==> src/rtl/meshPkg.sv <==
package meshPkg;

  typedef enum logic [1:0] {
    DIR_NORTH = 2'b00,
    DIR_SOUTH = 2'b01,
    DIR_EAST  = 2'b10,
    DIR_WEST  = 2'b11
  } dirT;

  typedef enum logic [1:0] {
    LR_OPEN    = 2'b00,
    LR_CYL     = 2'b01,
    LR_OSPIRAL = 2'b10,
    LR_CSPIRAL = 2'b11
  } lrModeT;

  // Packed so that lr lands on bits 2:1 and tbJoin on bit 0
  typedef struct packed {
    lrModeT lr;
    logic   tbJoin;
  } topoT;

  // Strobes from control to datapath
  typedef struct packed {
    logic load;
    logic shift;
    dirT  dir;
  } stepT;

endpackage

==> src/rtl/meshCtrl.sv <==
module meshCtrl
  import meshPkg::*;
(
  input  logic       clk,
  input  logic       rstN,
  input  logic       loadEn,
  input  logic       shiftEn,
  input  logic [1:0] dir,
  input  logic       topoWr,
  input  logic [2:0] topoData,
  output stepT       step,
  output topoT       topoQ
);

  // Topology register: the new value governs shifts after the write edge
  always_ff @(posedge clk or negedge rstN) begin
    if (!rstN) begin
      topoQ <= '{lr: LR_OPEN, tbJoin: 1'b0};
    end else if (topoWr) begin
      topoQ <= topoT'(topoData);
    end
  end

  // A load wins over a shift in the same cycle
  always_comb begin
    step.load  = loadEn;
    step.shift = shiftEn & ~loadEn;
    step.dir   = dirT'(dir);
  end

endmodule

==> src/rtl/meshCell.sv <==
module meshCell
  import meshPkg::*;
(
  input  logic clk,
  input  logic rstN,
  input  stepT step,
  input  logic loadBit,
  input  logic fromN,
  input  logic fromS,
  input  logic fromE,
  input  logic fromW,
  output logic q
);

  logic nextBit;

  // Data moving north comes up from the south neighbour, and so on
  always_comb begin
    unique case (step.dir)
      DIR_NORTH: nextBit = fromS;
      DIR_SOUTH: nextBit = fromN;
      DIR_EAST:  nextBit = fromW;
      DIR_WEST:  nextBit = fromE;
      default:   nextBit = 1'b0;
    endcase
  end

  always_ff @(posedge clk or negedge rstN) begin
    if (!rstN) begin
      q <= 1'b0;
    end else if (step.load) begin
      q <= loadBit;
    end else if (step.shift) begin
      q <= nextBit;
    end
  end

endmodule

==> src/rtl/meshPlane.sv <==
module meshPlane
  import meshPkg::*;
#(
  parameter int ROWS = 8,
  parameter int COLS = 8
) (
  input  logic                 clk,
  input  logic                 rstN,
  input  stepT                 step,
  input  topoT                 topo,
  input  logic [ROWS*COLS-1:0] loadData,
  output logic [ROWS*COLS-1:0] plane
);

  localparam int N = ROWS * COLS;

  logic [N-1:0] q;
  logic         wrapLr;
  logic         chainLr;
  logic         ringLr;

  assign plane   = q;
  assign wrapLr  = (topo.lr == LR_CYL);
  assign chainLr = (topo.lr == LR_OSPIRAL) || (topo.lr == LR_CSPIRAL);
  assign ringLr  = (topo.lr == LR_CSPIRAL);

  for (genvar r = 0; r < ROWS; r++) begin : gRow
    for (genvar c = 0; c < COLS; c++) begin : gCol
      localparam int IDX    = r * COLS + c;
      localparam int ROWBEG = r * COLS;
      localparam int ROWEND = r * COLS + COLS - 1;

      logic fromN, fromS, fromE, fromW;

      // Vertical neighbours
      if (r > 0) begin : gHasN
        assign fromN = q[IDX - COLS];
      end else begin : gTopEdge
        assign fromN = topo.tbJoin & q[(ROWS - 1) * COLS + c];
      end

      if (r < ROWS - 1) begin : gHasS
        assign fromS = q[IDX + COLS];
      end else begin : gBotEdge
        assign fromS = topo.tbJoin & q[c];
      end

      // Horizontal neighbours, west side
      if (c > 0) begin : gHasW
        assign fromW = q[IDX - 1];
      end else if (r > 0) begin : gWestChain
        assign fromW = (wrapLr & q[ROWEND]) | (chainLr & q[IDX - 1]);
      end else begin : gWestCorner
        assign fromW = (wrapLr & q[ROWEND]) | (ringLr & q[N - 1]);
      end

      // Horizontal neighbours, east side
      if (c < COLS - 1) begin : gHasE
        assign fromE = q[IDX + 1];
      end else if (r < ROWS - 1) begin : gEastChain
        assign fromE = (wrapLr & q[ROWBEG]) | (chainLr & q[IDX + 1]);
      end else begin : gEastCorner
        assign fromE = (wrapLr & q[ROWBEG]) | (ringLr & q[0]);
      end

      meshCell u_cell (
        .clk     (clk),
        .rstN    (rstN),
        .step    (step),
        .loadBit (loadData[IDX]),
        .fromN   (fromN),
        .fromS   (fromS),
        .fromE   (fromE),
        .fromW   (fromW),
        .q       (q[IDX])
      );
    end
  end

endmodule

==> src/rtl/meshShiftNet.sv <==
module meshShiftNet
  import meshPkg::*;
#(
  parameter int ROWS = 8,
  parameter int COLS = 8
) (
  input  logic                 clk,
  input  logic                 rstN,
  input  logic                 loadEn,
  input  logic [ROWS*COLS-1:0] loadData,
  input  logic                 shiftEn,
  input  logic [1:0]           dir,
  input  logic                 topoWr,
  input  logic [2:0]           topoData,
  output logic [ROWS*COLS-1:0] plane
);

  stepT step;
  topoT topoQ;

  meshCtrl u_ctrl (
    .clk      (clk),
    .rstN     (rstN),
    .loadEn   (loadEn),
    .shiftEn  (shiftEn),
    .dir      (dir),
    .topoWr   (topoWr),
    .topoData (topoData),
    .step     (step),
    .topoQ    (topoQ)
  );

  meshPlane #(
    .ROWS (ROWS),
    .COLS (COLS)
  ) u_plane (
    .clk      (clk),
    .rstN     (rstN),
    .step     (step),
    .topo     (topoQ),
    .loadData (loadData),
    .plane    (plane)
  );

endmodule

==> config.mk <==
export PLATFORM = sky130hd
export DESIGN_NAME = meshShiftNet
export DESIGN_NICKNAME = d
export VERILOG_FILES = /design/src/rtl/meshPkg.sv /design/src/rtl/meshCtrl.sv /design/src/rtl/meshCell.sv /design/src/rtl/meshPlane.sv /design/src/rtl/meshShiftNet.sv
export SDC_FILE = /design/constraint.sdc
export NUM_CORES = 1
export LEC_CHECK = 0
export BUFFER_PORTS_ARGS = -buffer_cell sky130_fd_sc_hd__buf_2
export CAP_MARGIN = 20
export CORE_MARGIN = 2
export CORE_UTILIZATION = 56
export CTS_BUF_LIST = sky130_fd_sc_hd__clkbuf_4
export DETAILED_ROUTE_END_ITERATION = 10
export HOLD_SLACK_MARGIN = 0.15
export PLACE_DENSITY = 0.83
export SETUP_SLACK_MARGIN = 0.05
export SLEW_MARGIN = 20
export SYNTH_ARGS = -nofsm -noshare
export SYNTH_HDL_FRONTEND = slang
export SYNTH_SLANG_ARGS = --single-unit
==> constraint.sdc <==
create_clock -name clk -period 1.95 [get_ports clk]
set_input_delay 0.2925 -clock clk [delete_from_list [all_inputs] [get_ports clk]]
set_output_delay 0.2925 -clock clk [all_outputs]
set_load 0.01 [all_outputs]
==> results.json <==
{
  "mappedNetlistArea_mm2": 0.00538,
  "drive_gt1_share_pct": 32.8,
  "finalSetupTns_ns": 0,
  "clkTransAtPathRegs_ns": 0.11,
  "io_pins": 138,
  "cts_tree": "yes",
  "cts.sinks": 67,
  "wl_per_cell_um": 21.6,
  "hold_slack_ns": 0.150,
  "hold_viol": 0,
  "clockBufferDepth": 2,
  "ys_seq_elements": 67,
  "yosys.cell_types.count": 45,
  "grt_usage_pct": 35.2,
  "cp_max_fo": 19,
  "drc": 0,
  "skew_ns": 0.0227,
  "final_cell_mix": "buf_2, nand2_1, dfrtp_1",
  "min_path_type": "input pin to flop",
  "multi_input_area_mm2": 0.00294,
  "cp-start-kind": "flop",
  "critPathCaptureType": "flop",
  "p_leak_nw": 2.91,
  "cts_made_buffers": 9,
  "vias": 5243,
  "core_mm2": 0.00928,
  "synth.net_count": 640,
  "first_pass_iters": 7,
  "r2r_slack_ns": 0.20,
  "power.density_mw_per_mm2": 674,
  "dieArea_mm2": 0.0104,
  "max_freq_ghz": 0.571,
  "ys_warn_count": 0,
  "chipHeight_um": 102,
  "synthCells": 566,
  "nets": 762,
  "min_period_ns": 1.75,
  "cp.required_ns": 2.28,
  "worst_slew_pin_slew_ns": 0.678,
  "ant_nets": 0,
  "cts_root_buf": "clkbuf_4",
  "syn2layout_area_growth_pct": 21.5,
  "start_util_pct": 58.0,
  "mostFrequentLayoutCell": "buf_2",
  "finalSetupViolations": 0,
  "outcome": "finished, final reports clean",
  "ff_latch_area_mm2": 0.00168,
  "ys_seq_area_share_pct": 31.1,
  "crit_chain": "mux2i_1, nor4b_1, o221ai_1, o311ai_1",
  "fin_crit_sh_pct": 89.9,
  "insertion_delay_ns": 0.45,
  "totalWireLength_um": 17700,
  "finalMaxSlewViolations": 0,
  "arrival_ns": 2.09,
  "die_w_um": 102,
  "worst_slack_ns": 0.198,
  "gp_congestion": 0.903,
  "slew_headroom_pct": 54.8,
  "first_iter_violations": 719,
  "drt-vias-per-instance": 6.37,
  "htree_levels": 3,
  "fillers": 732,
  "grt_max_degree": 97,
  "critPathKind": "flop to flop",
  "dp_slack_ns": 0.245,
  "rows": 35,
  "max-vdd-ir-drop_v": 0.000351,
  "portBuffers": 137,
  "rsz0062_at_grt": "false",
  "first_global_vias": 5035,
  "slowest_delay_ns": 0.79,
  "antenna_found_initial": 1,
  "grt-ovfl-total": 0,
  "hpwl_um": 10900,
  "synth.avg_cell_area_um2": 9.51,
  "drv_cap": 0,
  "cp_slowest_cell": "dfrtp_1",
  "grt_first_pass_wirelength_um": 27400
}
critical path, delay by kind of cell, from the launching register on:
family | cells | cell delay (ns)
AOI/OAI and AO/OA | 2 | 0.31
muxes | 1 | 0.15
and+or+nand+nor | 1 | 0.40
DFF | 1 | 0.79
cells in the mapped netlist, drive strengths merged:
| cell type | count | share of area, % |
|---|---|---|
| nor2 | 21 | 1.6 |
| nand4b | 1 | 0.16 |
| buf | 94 | 13 |
| a211o | 3 | 0.49 |
| nor4b | 1 | 0.16 |
| o2111ai | 1 | 0.16 |
| mux4 | 37 | 15 |
| o22ai | 3 | 0.35 |
| a221oi | 9 | 1.5 |
| o21ai | 69 | 6.4 |
| nand3b | 2 | 0.28 |
| inv | 5 | 0.35 |
| nor2b | 4 | 0.46 |
| o31ai | 1 | 0.14 |
| a31oi | 1 | 0.12 |
| a211oi | 4 | 0.56 |
| dfrtp | 67 | 31 |
| nand4 | 1 | 0.12 |
| a32oi | 2 | 0.33 |
| o2bb2ai | 1 | 0.16 |
| a21boi | 1 | 0.14 |
| a22oi | 1 | 0.14 |
| mux2i | 41 | 7.6 |
| clkbuf | 17 | 1.2 |
| nand2 | 81 | 5.7 |
| o311ai | 2 | 0.33 |
| mux2 | 13 | 2.7 |
| nand2b | 3 | 0.35 |
| a21oi | 43 | 4.0 |
| nor3b | 22 | 3.1 |
| a2111oi | 1 | 0.16 |
| and2 | 1 | 0.12 |
| nand3 | 3 | 0.28 |
| or2 | 1 | 0.16 |
| nor3 | 2 | 0.19 |
| o211ai | 2 | 0.28 |
| a221o | 2 | 0.37 |
| o221ai | 3 | 0.49 |
power breakdown:
group	switching, W	internal (W)	leakage (nW)
clock network	0.000574	0.000536	0.0866
registers	0.000387	0.00154	0.812
logic	0.000634	0.000730	2.01
state kept, by name, indices dropped and copies added, names as in the netlist:
name                        count
u_plane.gRow.gCol.u_cell.q     64
u_ctrl.topoQ                    3
metal layers:
metal	GRT usage, %	vias to the layer above	part of all wire [%]
met3	6.02	98	11
li1	-	2258	-
met4	17.4	0	5.1
met1	47.8	2461	37
met2	54.9	426	47
met5	0	-	0
what timing repair did:
action                    4_1_cts  5_1_grt
hold buffers                   65        0
gates resized for setup         0        0
hold endpoints to repair      128        0
buffers inserted                0        0
area by class of cell:
cell class	instances	area share, %
clock buffers	10	1.15
repair buffers	222	24.1
well taps	129	2.47
inverters	5	0.287
flip-flops and latches	67	25.6
clock inverters	6	1.38
diodes	1	0.0383
multi-input cells	383	44.9
worst paths after layout:
| kind | to | startpoint | cells past startpoint |
|---|---|---|---|
| setup / recovery | u_plane.gRow[0].gCol[0].u_cell.q$_DFFE_PN0P_ | u_ctrl.topoQ[2]$_DFFE_PN0P_ | 4 |
| hold / removal | u_plane.gRow[7].gCol[1].u_cell.q$_DFFE_PN0P_ | loadData[57] | 3 |
| setup reg to reg | u_plane.gRow[0].gCol[0].u_cell.q$_DFFE_PN0P_ | u_ctrl.topoQ[2]$_DFFE_PN0P_ | 4 |
| hold reg to reg | u_plane.gRow[7].gCol[4].u_cell.q$_DFFE_PN0P_ | u_plane.gRow[0].gCol[4].u_cell.q$_DFFE_PN0P_ | 2 |
| max in group asynchronous | u_plane.gRow[7].gCol[5].u_cell.q$_DFFE_PN0P_ | rstN | 3 |
| min in group asynchronous | u_plane.gRow[3].gCol[5].u_cell.q$_DFFE_PN0P_ | rstN | 3 |
cell families (layout without fill, tap and decap cells):
logic type / Yosys count / count (layout) / synth area share (%)
AOI/OAI and AO/OA: 149 / 149 / 16.1
and+or+nand+nor: 143 / 143 / 12.6
buffers and inverters: 116 / 243 / 14.3
muxes: 91 / 91 / 25.8
DFF: 67 / 67 / 31.1
other: 0 / 1 / 0
through the flow:
| stage | util (%) | power, W | instance area, um^2 | cells |
|---|---|---|---|---|
| after global routing | 70.4 | 0.00458 | 6540 | 823 |
| final | 70.4 | 0.00441 | 6540 | 823 |
| after global placement | 61.6 | 0.00311 | 5720 | 741 |
| after CTS | 70.4 | 0.00433 | 6540 | 822 |
| after floorplan | - | 0.00280 | 5380 | 566 |
| after detailed placement | 61.6 | 0.00315 | 5720 | 741 |
Note: power is estimated with default switching activity, not from simulation.
